### config.mk
export PLATFORM = sky130hd
export DESIGN_NAME = l2_line_ctrl
export DESIGN_NICKNAME = d
export VERILOG_FILES = /design/src/rtl/l2cc_pkg.sv /design/src/rtl/l2_ev_classify.sv /design/src/rtl/l2_line_next.sv /design/src/rtl/l2_perm_map.sv /design/src/rtl/l2_line_ctrl.sv
export SDC_FILE = /design/constraint.sdc
export NUM_CORES = 1
export LEC_CHECK = 0
export BUFFER_PORTS_ARGS = -buffer_cell sky130_fd_sc_hd__buf_2
export CAP_MARGIN = 10
export CORE_UTILIZATION = 35
export CTS_CLUSTER_SIZE = 14
export DETAILED_ROUTE_END_ITERATION = 10
export SLEW_MARGIN = 20
export SYNTH_ARGS = -nofsm -noshare
export SYNTH_HDL_FRONTEND = slang
export SYNTH_SLANG_ARGS = --single-unit
### constraint.sdc
create_clock -name clk -period 5.4 [get_ports clk]
set_input_delay 0.54 -clock clk [delete_from_list [all_inputs] [get_ports clk]]
set_output_delay 0.54 -clock clk [all_outputs]
set_load 0.01 [all_outputs]
### src/rtl/l2cc_pkg.sv
// Shared types for the L2 line coherence controller.
// Assumes nothing beyond being compiled before the modules that import it.
package l2cc_pkg;

    // Line states; encodings are visible on state_o.
    typedef enum logic [3:0] {
        ST_IDLE      = 4'd0,
        ST_SHRD      = 4'd1,
        ST_DIRTY     = 4'd2,
        ST_OWNED     = 4'd3,
        ST_FILLX     = 4'd4,
        ST_FILLS     = 4'd5,
        ST_FILLW     = 4'd6,
        ST_SHRD_XB   = 4'd7,
        ST_DIRTY_XB  = 4'd8,
        ST_OWNED_XB  = 4'd9,
        ST_DNG_WAIT2 = 4'd10,
        ST_DNG_WDATA = 4'd11,
        ST_DNG_WUNB  = 4'd12
    } line_state_e;

    // External event codes on ev_kind.
    typedef enum logic [3:0] {
        EV_RD      = 4'd0,
        EV_IFETCH  = 4'd1,
        EV_WR      = 4'd2,
        EV_UPG     = 4'd3,
        EV_WBACK   = 4'd4,
        EV_UNBLK   = 4'd5,
        EV_XUNBLK  = 4'd6,
        EV_WBDATA  = 4'd7,
        EV_MEMDATA = 4'd8,
        EV_EVICT   = 4'd9,
        EV_DIRINV  = 4'd10
    } ev_kind_e;

    // Classified operations after sharer-dependent decoding.
    typedef enum logic [3:0] {
        OP_NONE,
        OP_RD,
        OP_IF,
        OP_WR,
        OP_UPG,
        OP_PUT_OWN,
        OP_PUT_OTHER,
        OP_UNBLK,
        OP_XUNBLK,
        OP_WBDATA,
        OP_MEMDATA,
        OP_DROP,
        OP_BAD
    } op_e;

    // Access permission codes on perm_o.
    typedef enum logic [2:0] {
        PERM_NONE  = 3'd0,
        PERM_RO    = 3'd1,
        PERM_RW    = 3'd2,
        PERM_STALE = 3'd3,
        PERM_BUSY  = 3'd4
    } perm_e;

endpackage

### src/rtl/l2_ev_classify.sv
// Event classifier: decodes the requester into a one-hot vector and turns
// the raw event code into an operation, resolving upgrade-versus-write and
// owner-versus-stale write-back from the current sharer vector.
// Assumes ev_src < N.
module l2_ev_classify
    import l2cc_pkg::*;
#(
    parameter int N   = 4,
    parameter int IDW = 2
) (
    input  logic              ev_valid,
    input  logic [3:0]        ev_kind,
    input  logic [IDW-1:0]    ev_src,
    input  line_state_e       state,
    input  logic [N-1:0]      sharers,
    output op_e               op,
    output logic [N-1:0]      src_1h
);

    logic src_is_sharer;

    // One comparator per cache builds the requester one-hot vector.
    for (genvar g = 0; g < N; g++) begin : g_src_dec
        assign src_1h[g] = (ev_src == IDW'(g));
    end

    assign src_is_sharer = |(src_1h & sharers);

    // Map raw code plus sharer test to an operation.
    always_comb begin
        op = OP_NONE;
        if (ev_valid) begin
            case (ev_kind)
                EV_RD:      op = OP_RD;
                EV_IFETCH:  op = OP_IF;
                EV_WR:      op = OP_WR;
                EV_UPG:     op = (state == ST_SHRD && src_is_sharer) ? OP_UPG : OP_WR;
                EV_WBACK:   op = src_is_sharer ? OP_PUT_OWN : OP_PUT_OTHER;
                EV_UNBLK:   op = OP_UNBLK;
                EV_XUNBLK:  op = OP_XUNBLK;
                EV_WBDATA:  op = OP_WBDATA;
                EV_MEMDATA: op = OP_MEMDATA;
                EV_EVICT,
                EV_DIRINV:  op = OP_DROP;
                default:    op = OP_BAD;
            endcase
        end
    end

endmodule

### src/rtl/l2_line_next.sv
// Transition table: from the current line state, sharers, owner and the
// classified operation, computes the next line state and the message
// strobes. Purely combinational; anything unhandled becomes a recycle
// that leaves all line state as it was.
module l2_line_next
    import l2cc_pkg::*;
#(
    parameter int N   = 4,
    parameter int IDW = 2
) (
    input  line_state_e       state,
    input  logic [N-1:0]      sharers,
    input  logic [IDW-1:0]    owner,
    input  op_e               op,
    input  logic [N-1:0]      src_1h,
    input  logic [IDW-1:0]    src,
    output line_state_e       nx_state,
    output logic [N-1:0]      nx_sharers,
    output logic [IDW-1:0]    nx_owner,
    output logic              nx_recycle,
    output logic              nx_fetch,
    output logic              nx_fwd,
    output logic [N-1:0]      nx_inv_mask,
    output logic              nx_data,
    output logic              nx_excl,
    output logic [N-1:0]      nx_data_mask,
    output logic              nx_wback
);

    localparam logic [N-1:0] ONE = N'(1);

    logic [N-1:0] own_1h;
    logic         wait_blk;   // states that cannot take a write-back
    logic         any_blk;    // all blocking states

    assign own_1h   = ONE << owner;
    assign wait_blk = (state == ST_SHRD_XB) || (state == ST_OWNED_XB) ||
                      (state == ST_DNG_WAIT2);
    assign any_blk  = wait_blk || (state == ST_DIRTY_XB) ||
                      (state == ST_DNG_WDATA) || (state == ST_DNG_WUNB);

    // Per-operation next-state and strobe selection.
    always_comb begin
        nx_state     = state;
        nx_sharers   = sharers;
        nx_owner     = owner;
        nx_recycle   = 1'b0;
        nx_fetch     = 1'b0;
        nx_fwd       = 1'b0;
        nx_inv_mask  = '0;
        nx_data      = 1'b0;
        nx_excl      = 1'b0;
        nx_data_mask = '0;
        nx_wback     = 1'b0;

        case (op)
            OP_NONE: ;

            OP_RD, OP_IF: begin
                case (state)
                    ST_IDLE: begin
                        nx_sharers = src_1h;
                        nx_fetch   = 1'b1;
                        nx_state   = (op == OP_RD) ? ST_FILLX : ST_FILLS;
                    end
                    ST_FILLX, ST_FILLS: begin
                        nx_sharers = sharers | src_1h;
                        nx_state   = ST_FILLS;
                    end
                    ST_SHRD: begin
                        nx_data      = 1'b1;
                        nx_data_mask = src_1h;
                        nx_sharers   = sharers | src_1h;
                    end
                    ST_DIRTY: begin
                        nx_data      = 1'b1;
                        nx_data_mask = src_1h;
                        if (op == OP_RD) begin
                            nx_excl  = 1'b1;
                            nx_state = ST_OWNED_XB;
                        end else begin
                            nx_sharers = sharers | src_1h;
                            nx_state   = ST_SHRD;
                        end
                    end
                    ST_OWNED: begin
                        nx_fwd   = 1'b1;
                        nx_state = ST_DNG_WAIT2;
                    end
                    default: nx_recycle = 1'b1;
                endcase
            end

            OP_WR: begin
                case (state)
                    ST_IDLE: begin
                        nx_sharers = '0;
                        nx_owner   = src;
                        nx_fetch   = 1'b1;
                        nx_state   = ST_FILLW;
                    end
                    ST_SHRD: begin
                        nx_data      = 1'b1;
                        nx_excl      = 1'b1;
                        nx_data_mask = src_1h;
                        nx_inv_mask  = sharers & ~src_1h;
                        nx_state     = ST_SHRD_XB;
                    end
                    ST_DIRTY: begin
                        nx_data      = 1'b1;
                        nx_excl      = 1'b1;
                        nx_data_mask = src_1h;
                        nx_state     = ST_DIRTY_XB;
                    end
                    ST_OWNED: begin
                        nx_fwd   = 1'b1;
                        nx_state = ST_OWNED_XB;
                    end
                    default: nx_recycle = 1'b1;
                endcase
            end

            OP_UPG: begin
                // Only produced in SHRD by a current sharer.
                nx_inv_mask = sharers & ~src_1h;
                nx_state    = ST_SHRD_XB;
            end

            OP_PUT_OWN, OP_PUT_OTHER: begin
                if (op == OP_PUT_OWN && state == ST_OWNED) begin
                    nx_sharers = '0;
                    nx_wback   = 1'b1;
                    nx_state   = ST_DIRTY;
                end else if (wait_blk) begin
                    nx_recycle = 1'b1;
                end else begin
                    nx_wback = 1'b1;
                end
            end

            OP_UNBLK: begin
                case (state)
                    ST_DNG_WAIT2: begin
                        nx_sharers = sharers | src_1h;
                        nx_state   = ST_DNG_WDATA;
                    end
                    ST_DNG_WUNB: begin
                        nx_sharers = sharers | src_1h;
                        nx_state   = ST_SHRD;
                    end
                    default: nx_recycle = 1'b1;
                endcase
            end

            OP_XUNBLK: begin
                case (state)
                    ST_SHRD_XB, ST_DIRTY_XB, ST_OWNED_XB: begin
                        nx_sharers = src_1h;
                        nx_owner   = src;
                        nx_state   = ST_OWNED;
                    end
                    default: nx_recycle = 1'b1;
                endcase
            end

            OP_WBDATA: begin
                case (state)
                    ST_DNG_WAIT2: nx_state = ST_DNG_WUNB;
                    ST_DNG_WDATA: nx_state = ST_SHRD;
                    default:      nx_recycle = 1'b1;
                endcase
            end

            OP_MEMDATA: begin
                case (state)
                    ST_FILLX: begin
                        nx_data      = 1'b1;
                        nx_excl      = 1'b1;
                        nx_data_mask = sharers;
                        nx_state     = ST_OWNED_XB;
                    end
                    ST_FILLS: begin
                        nx_data      = 1'b1;
                        nx_data_mask = sharers;
                        nx_state     = ST_SHRD;
                    end
                    ST_FILLW: begin
                        nx_data      = 1'b1;
                        nx_data_mask = own_1h;
                        nx_state     = ST_OWNED_XB;
                    end
                    default: nx_recycle = 1'b1;
                endcase
            end

            OP_DROP: begin
                case (state)
                    ST_IDLE: ;
                    ST_SHRD, ST_DIRTY, ST_OWNED: begin
                        nx_inv_mask = sharers;
                        nx_sharers  = '0;
                        nx_state    = ST_IDLE;
                    end
                    default: nx_recycle = 1'b1;
                endcase
            end

            default: nx_recycle = 1'b1;
        endcase

        // Blocking states never take a new request, whatever the table says.
        if (any_blk && (op == OP_RD || op == OP_IF || op == OP_WR ||
                        op == OP_DROP)) begin
            nx_state     = state;
            nx_sharers   = sharers;
            nx_owner     = owner;
            nx_recycle   = 1'b1;
            nx_fetch     = 1'b0;
            nx_fwd       = 1'b0;
            nx_inv_mask  = '0;
            nx_data      = 1'b0;
            nx_excl      = 1'b0;
            nx_data_mask = '0;
        end
    end

endmodule

### src/rtl/l2_perm_map.sv
// Maps the line state to the access permission the data array may grant.
// Combinational; assumes a legal state code.
module l2_perm_map
    import l2cc_pkg::*;
(
    input  line_state_e state,
    output perm_e       perm
);

    // Stable states carry their own permission; all others are busy.
    always_comb begin
        case (state)
            ST_IDLE:  perm = PERM_NONE;
            ST_SHRD:  perm = PERM_RO;
            ST_DIRTY: perm = PERM_RW;
            ST_OWNED: perm = PERM_STALE;
            default:  perm = PERM_BUSY;
        endcase
    end

endmodule

### src/rtl/l2_line_ctrl.sv
// Top of the L2 line coherence controller. Takes one decoded event per
// cycle for a single line, registers the new state, sharers and owner, and
// registers the matching message strobes so that they pulse for exactly
// the cycle in which the new state first appears.
// Assumes ev_src < N and a synchronous active-low reset.
module l2_line_ctrl
    import l2cc_pkg::*;
#(
    parameter int N   = 4,
    parameter int IDW = (N > 1) ? $clog2(N) : 1
) (
    input  logic              clk,
    input  logic              rst_n,
    input  logic              ev_valid,
    input  logic [3:0]        ev_kind,
    input  logic [IDW-1:0]    ev_src,
    output logic [3:0]        state_o,
    output logic [N-1:0]      sharers_o,
    output logic [IDW-1:0]    owner_o,
    output logic [2:0]        perm_o,
    output logic              recycle_o,
    output logic              fetch_o,
    output logic              fwd_o,
    output logic              inv_o,
    output logic [N-1:0]      inv_mask_o,
    output logic              data_o,
    output logic              data_excl_o,
    output logic [N-1:0]      data_mask_o,
    output logic              wback_ack_o,
    output logic [IDW-1:0]    ack_dst_o
);

    line_state_e      state_q, nx_state;
    logic [N-1:0]     sharers_q, nx_sharers;
    logic [IDW-1:0]   owner_q, nx_owner;
    op_e              op;
    logic [N-1:0]     src_1h;
    logic             nx_recycle, nx_fetch, nx_fwd, nx_data, nx_excl, nx_wback;
    logic [N-1:0]     nx_inv_mask, nx_data_mask;
    perm_e            perm;

    l2_ev_classify #(.N(N), .IDW(IDW)) u_cls (
        .ev_valid (ev_valid),
        .ev_kind  (ev_kind),
        .ev_src   (ev_src),
        .state    (state_q),
        .sharers  (sharers_q),
        .op       (op),
        .src_1h   (src_1h)
    );

    l2_line_next #(.N(N), .IDW(IDW)) u_nxt (
        .state        (state_q),
        .sharers      (sharers_q),
        .owner        (owner_q),
        .op           (op),
        .src_1h       (src_1h),
        .src          (ev_src),
        .nx_state     (nx_state),
        .nx_sharers   (nx_sharers),
        .nx_owner     (nx_owner),
        .nx_recycle   (nx_recycle),
        .nx_fetch     (nx_fetch),
        .nx_fwd       (nx_fwd),
        .nx_inv_mask  (nx_inv_mask),
        .nx_data      (nx_data),
        .nx_excl      (nx_excl),
        .nx_data_mask (nx_data_mask),
        .nx_wback     (nx_wback)
    );

    l2_perm_map u_perm (
        .state (state_q),
        .perm  (perm)
    );

    // Line state registers.
    always_ff @(posedge clk) begin
        if (!rst_n) begin
            state_q   <= ST_IDLE;
            sharers_q <= '0;
            owner_q   <= '0;
        end else begin
            state_q   <= nx_state;
            sharers_q <= nx_sharers;
            owner_q   <= nx_owner;
        end
    end

    // Message strobe registers, updated on the same edge as the state.
    always_ff @(posedge clk) begin
        if (!rst_n) begin
            recycle_o   <= 1'b0;
            fetch_o     <= 1'b0;
            fwd_o       <= 1'b0;
            inv_o       <= 1'b0;
            inv_mask_o  <= '0;
            data_o      <= 1'b0;
            data_excl_o <= 1'b0;
            data_mask_o <= '0;
            wback_ack_o <= 1'b0;
            ack_dst_o   <= '0;
        end else begin
            recycle_o   <= nx_recycle;
            fetch_o     <= nx_fetch;
            fwd_o       <= nx_fwd;
            inv_o       <= |nx_inv_mask;
            inv_mask_o  <= nx_inv_mask;
            data_o      <= nx_data;
            data_excl_o <= nx_excl;
            data_mask_o <= nx_data_mask;
            wback_ack_o <= nx_wback;
            ack_dst_o   <= nx_wback ? ev_src : '0;
        end
    end

    assign state_o   = state_q;
    assign sharers_o = sharers_q;
    assign owner_o   = owner_q;
    assign perm_o    = perm;

endmodule

==> flow_summary_export.csv <==
group,metric,value,unit
timing,min_period,3.019,ns
power,vdd_drop_max,119.2,uV
setup_path,crit_type,"input port to register",
floorplanning,die_area,6547,um^2
synth,synth_nets,289,
clock_tree,clkTransAtPathRegs,0.09,ns
drt,drt-vias-per-instance,6.008,
clock_tree,cts_tree,"yes",
clock_tree,cts_hold_buf,0,
drt,drtIter0Drc,161,
finish,finalNonFillerCells,381,
clock_tree,insertion_delay,0.27,ns
finish,n_fill_cell,636,
drt,wl_per_cell,16.75,um
global_route,grt_overflow,0,
floorplanning,core-area,5956,um^2
global_route,grt_pass1_wl,10.34,mm
outcome,outcome,"completed",
finish,final_cell_mix,"38 x buf_2, 27 x dfxtp_1, 26 x nand2_1, 19 x nor2_1, 18 x a21oi_1",
timing,rsz0062_at_grt,"no",
timing,finalHoldViolCount,0,
finish,final_cell_area,2436,um^2
floorplanning,fp.dieW,80.92,um
clock_tree,cts_setup_buffers,0,
synth,synth-edff-count,0,
synth,syn_area_per_cell,7.784,um^2
timing,fmax,0.3312,GHz
global_route,antenna_found_initial,0,
place,place_congestion,0.9253,
clock_tree,root_buffer,"clkbuf_8",
power,leakagePower,0.9957,nW
clock_tree,htreeDepth,1,
drt,num_vias,2289,
timing,fin_ws,2.381,ns
min_path,hp-class,"register to register",
floorplanning,rows,28,
place,port_buffers,38,
synth,synth_area,2180,um^2
synth,ys.flop_type,"dfxtp_1",
synth,ys_types,67,
clock_tree,cts_resized,0,
power,power_per_cell_area,197.8,nW/um^2
place,hpwlAfterDp,4.863,mm
clock_tree,cts_max_path_buffers,2,
place,dpl_cell_area,2387,um^2
drt,routed_wl,6.381,mm
finish,final_layout_size_suffix_gt1_frac,0.2190,
timing,tightestPinTransition,0.6902,ns
synth,ys_async_sr_fraction,0,
floorplanning,ioPinCount,39,
floorplanning,die_h,80.92,um
timing,finClkSkew,0.002159,ns
finish,antenna_cells,0,
finish,area_growth,11.77,%
setup_path,cp.required,5.59,ns
power,p_total,0.4818,mW
floorplanning,initial_utilization,0.3660,
synth,ys_seq_elements,27,
global_route,track_usage,0.2042,
synth,yosysWarnings,0,
place,pre_cts_ws,2.139,ns
setup_path,cp-end-kind,"register",
timing,setup_viol,0,
synth,synth_cells,280,
clock_tree,clkSinkCount,27,
setup_path,startpoint_type,"input port",
finish,layout_commonest_cell,"buf_2",
timing,max_slew_margin,0.5385,
place,dp_cells,377,
finish,nets,316,
timing,post-route-period-util,0.5591,
drt,drcViolationCount,0,
synth,yosysSeqAreaShare,0.2480,
drt,first_pass_iters,4,
global_route,grt_pass1_vias,2051,
timing,setup_tns,0,ns
clock_tree,cts_buffers,3,
global_route,grt_max_degree,28,
setup_path,path_max_fanout,14,
run,drv_cap,0,
drt,ant_nets,0,
setup_path,cp.arrival,3.21,ns
timing,drv_slew,0,
-- sequential cells by signal (all words and copies together), names as in the netlist, 2 cells and up --
name / count
ack_dst_o: 2
data_mask_o: 4
inv_mask_o: 4
owner_o: 2
sharers_o: 4
state_o: 4
-- critical path: stages --
cell	delay [ns]
buf_2	0.26
mux4_2	0.64
nand3_2	0.15
and3_1	0.42
a311o_1	0.18
o21ai_1	0.14
a2111oi_4	0.42
nand4_2	0.21
o32ai_2	0.23
-- per-stage QoR --
stage	hold WS, ns	utilization
6_report	0.5610	0.4090
3_5_place_dp	0.5459	0.4008
4_1_cts	0.5603	0.4090
3_3_place_gp	0.5437	0.4008
5_1_grt	0.5855	0.4090
2_1_floorplan	0.5155	-
-- power breakdown --
group,switching (mW),total [mW],internal (mW),leakage [nW]
logic,0.0956,0.150,0.0549,0.755
clock network,0.0643,0.117,0.0524,0.0217
registers,0.0101,0.215,0.205,0.219
total,0.170,0.482,0.312,0.996
-- logic make-up after synthesis --
kind of cell	Yosys count	synth area share
adder cells (fa/ha/maj)	1	0.004593
AND/OR/NAND/NOR	122	0.3301
flip-flops	27	0.2480
buffers and inverters	29	0.06085
AO/OA/AOI/OAI	88	0.2911
multiplexers	11	0.05741
XOR/XNOR	2	0.008038
-- area by class of cell --
type,instances,area [um^2],area share
clock inverters,1,7.507,0.003082
inverters,11,41.29,0.01695
flip-flops and latches,27,540.5,0.2219
multi-input cells,224,1506,0.6184
well taps,75,93.84,0.03852
clock buffers,3,41.29,0.01695
repair buffers,40,205.2,0.08423
-- worst paths after layout --
path              slack [ns]    startpoint            end  depth (start not counted)
hold reg to reg         0.56  sharers_o[3]  inv_mask_o[3]                          2
hold / removal          0.56  sharers_o[3]  inv_mask_o[3]                          2
setup reg to reg        2.40    state_o[3]   sharers_o[0]                          8
setup / recovery        2.38     ev_src[1]   sharers_o[0]                          9
-- metal layers --
layer | wire [um] | track usage | vias up
li1 | - | - | 1097
met1 | 2845 | 0.2685 | 1069
met2 | 2955 | 0.3395 | 109
met3 | 433 | 0.02697 | 14
met4 | 147 | 0.07143 | 0
met5 | 0 | 0 | -
-- cell usage after synthesis, types with 2 or more instances --
cell / n / share of area
and3b_1: 2 / 0.0080
a21o_1: 3 / 0.010
o21a_1: 2 / 0.0069
mux2_2: 2 / 0.010
a22oi_1: 2 / 0.0069
o32ai_1: 2 / 0.0080
buf_2: 7 / 0.016
nor2b_1: 4 / 0.011
buf_6: 2 / 0.010
nand3_2: 2 / 0.0092
nand2b_1: 9 / 0.026
mux2i_1: 8 / 0.037
dfxtp_1: 27 / 0.25
o211ai_1: 4 / 0.014
o21ai_0: 17 / 0.039
o21ai_1: 2 / 0.0046
nor3_1: 7 / 0.016
a31oi_1: 5 / 0.014
o22ai_1: 8 / 0.023
nand3_1: 10 / 0.023
nand4_2: 3 / 0.017
nor2_1: 19 / 0.033
nor4b_1: 2 / 0.0080
a211oi_1: 3 / 0.010
a211o_1: 3 / 0.012
a21oi_1: 18 / 0.041
inv_1: 11 / 0.019
nand2_1: 26 / 0.045
o31a_1: 3 / 0.012
or3_1: 2 / 0.0057
nor4_1: 3 / 0.0086
and2_1: 12 / 0.034
nand4_1: 3 / 0.0086
and3_1: 6 / 0.017
clkbuf_1: 7 / 0.012
buf_1: 2 / 0.0034
nand4b_1: 2 / 0.0080
Power figures use the tool's default switching activity.
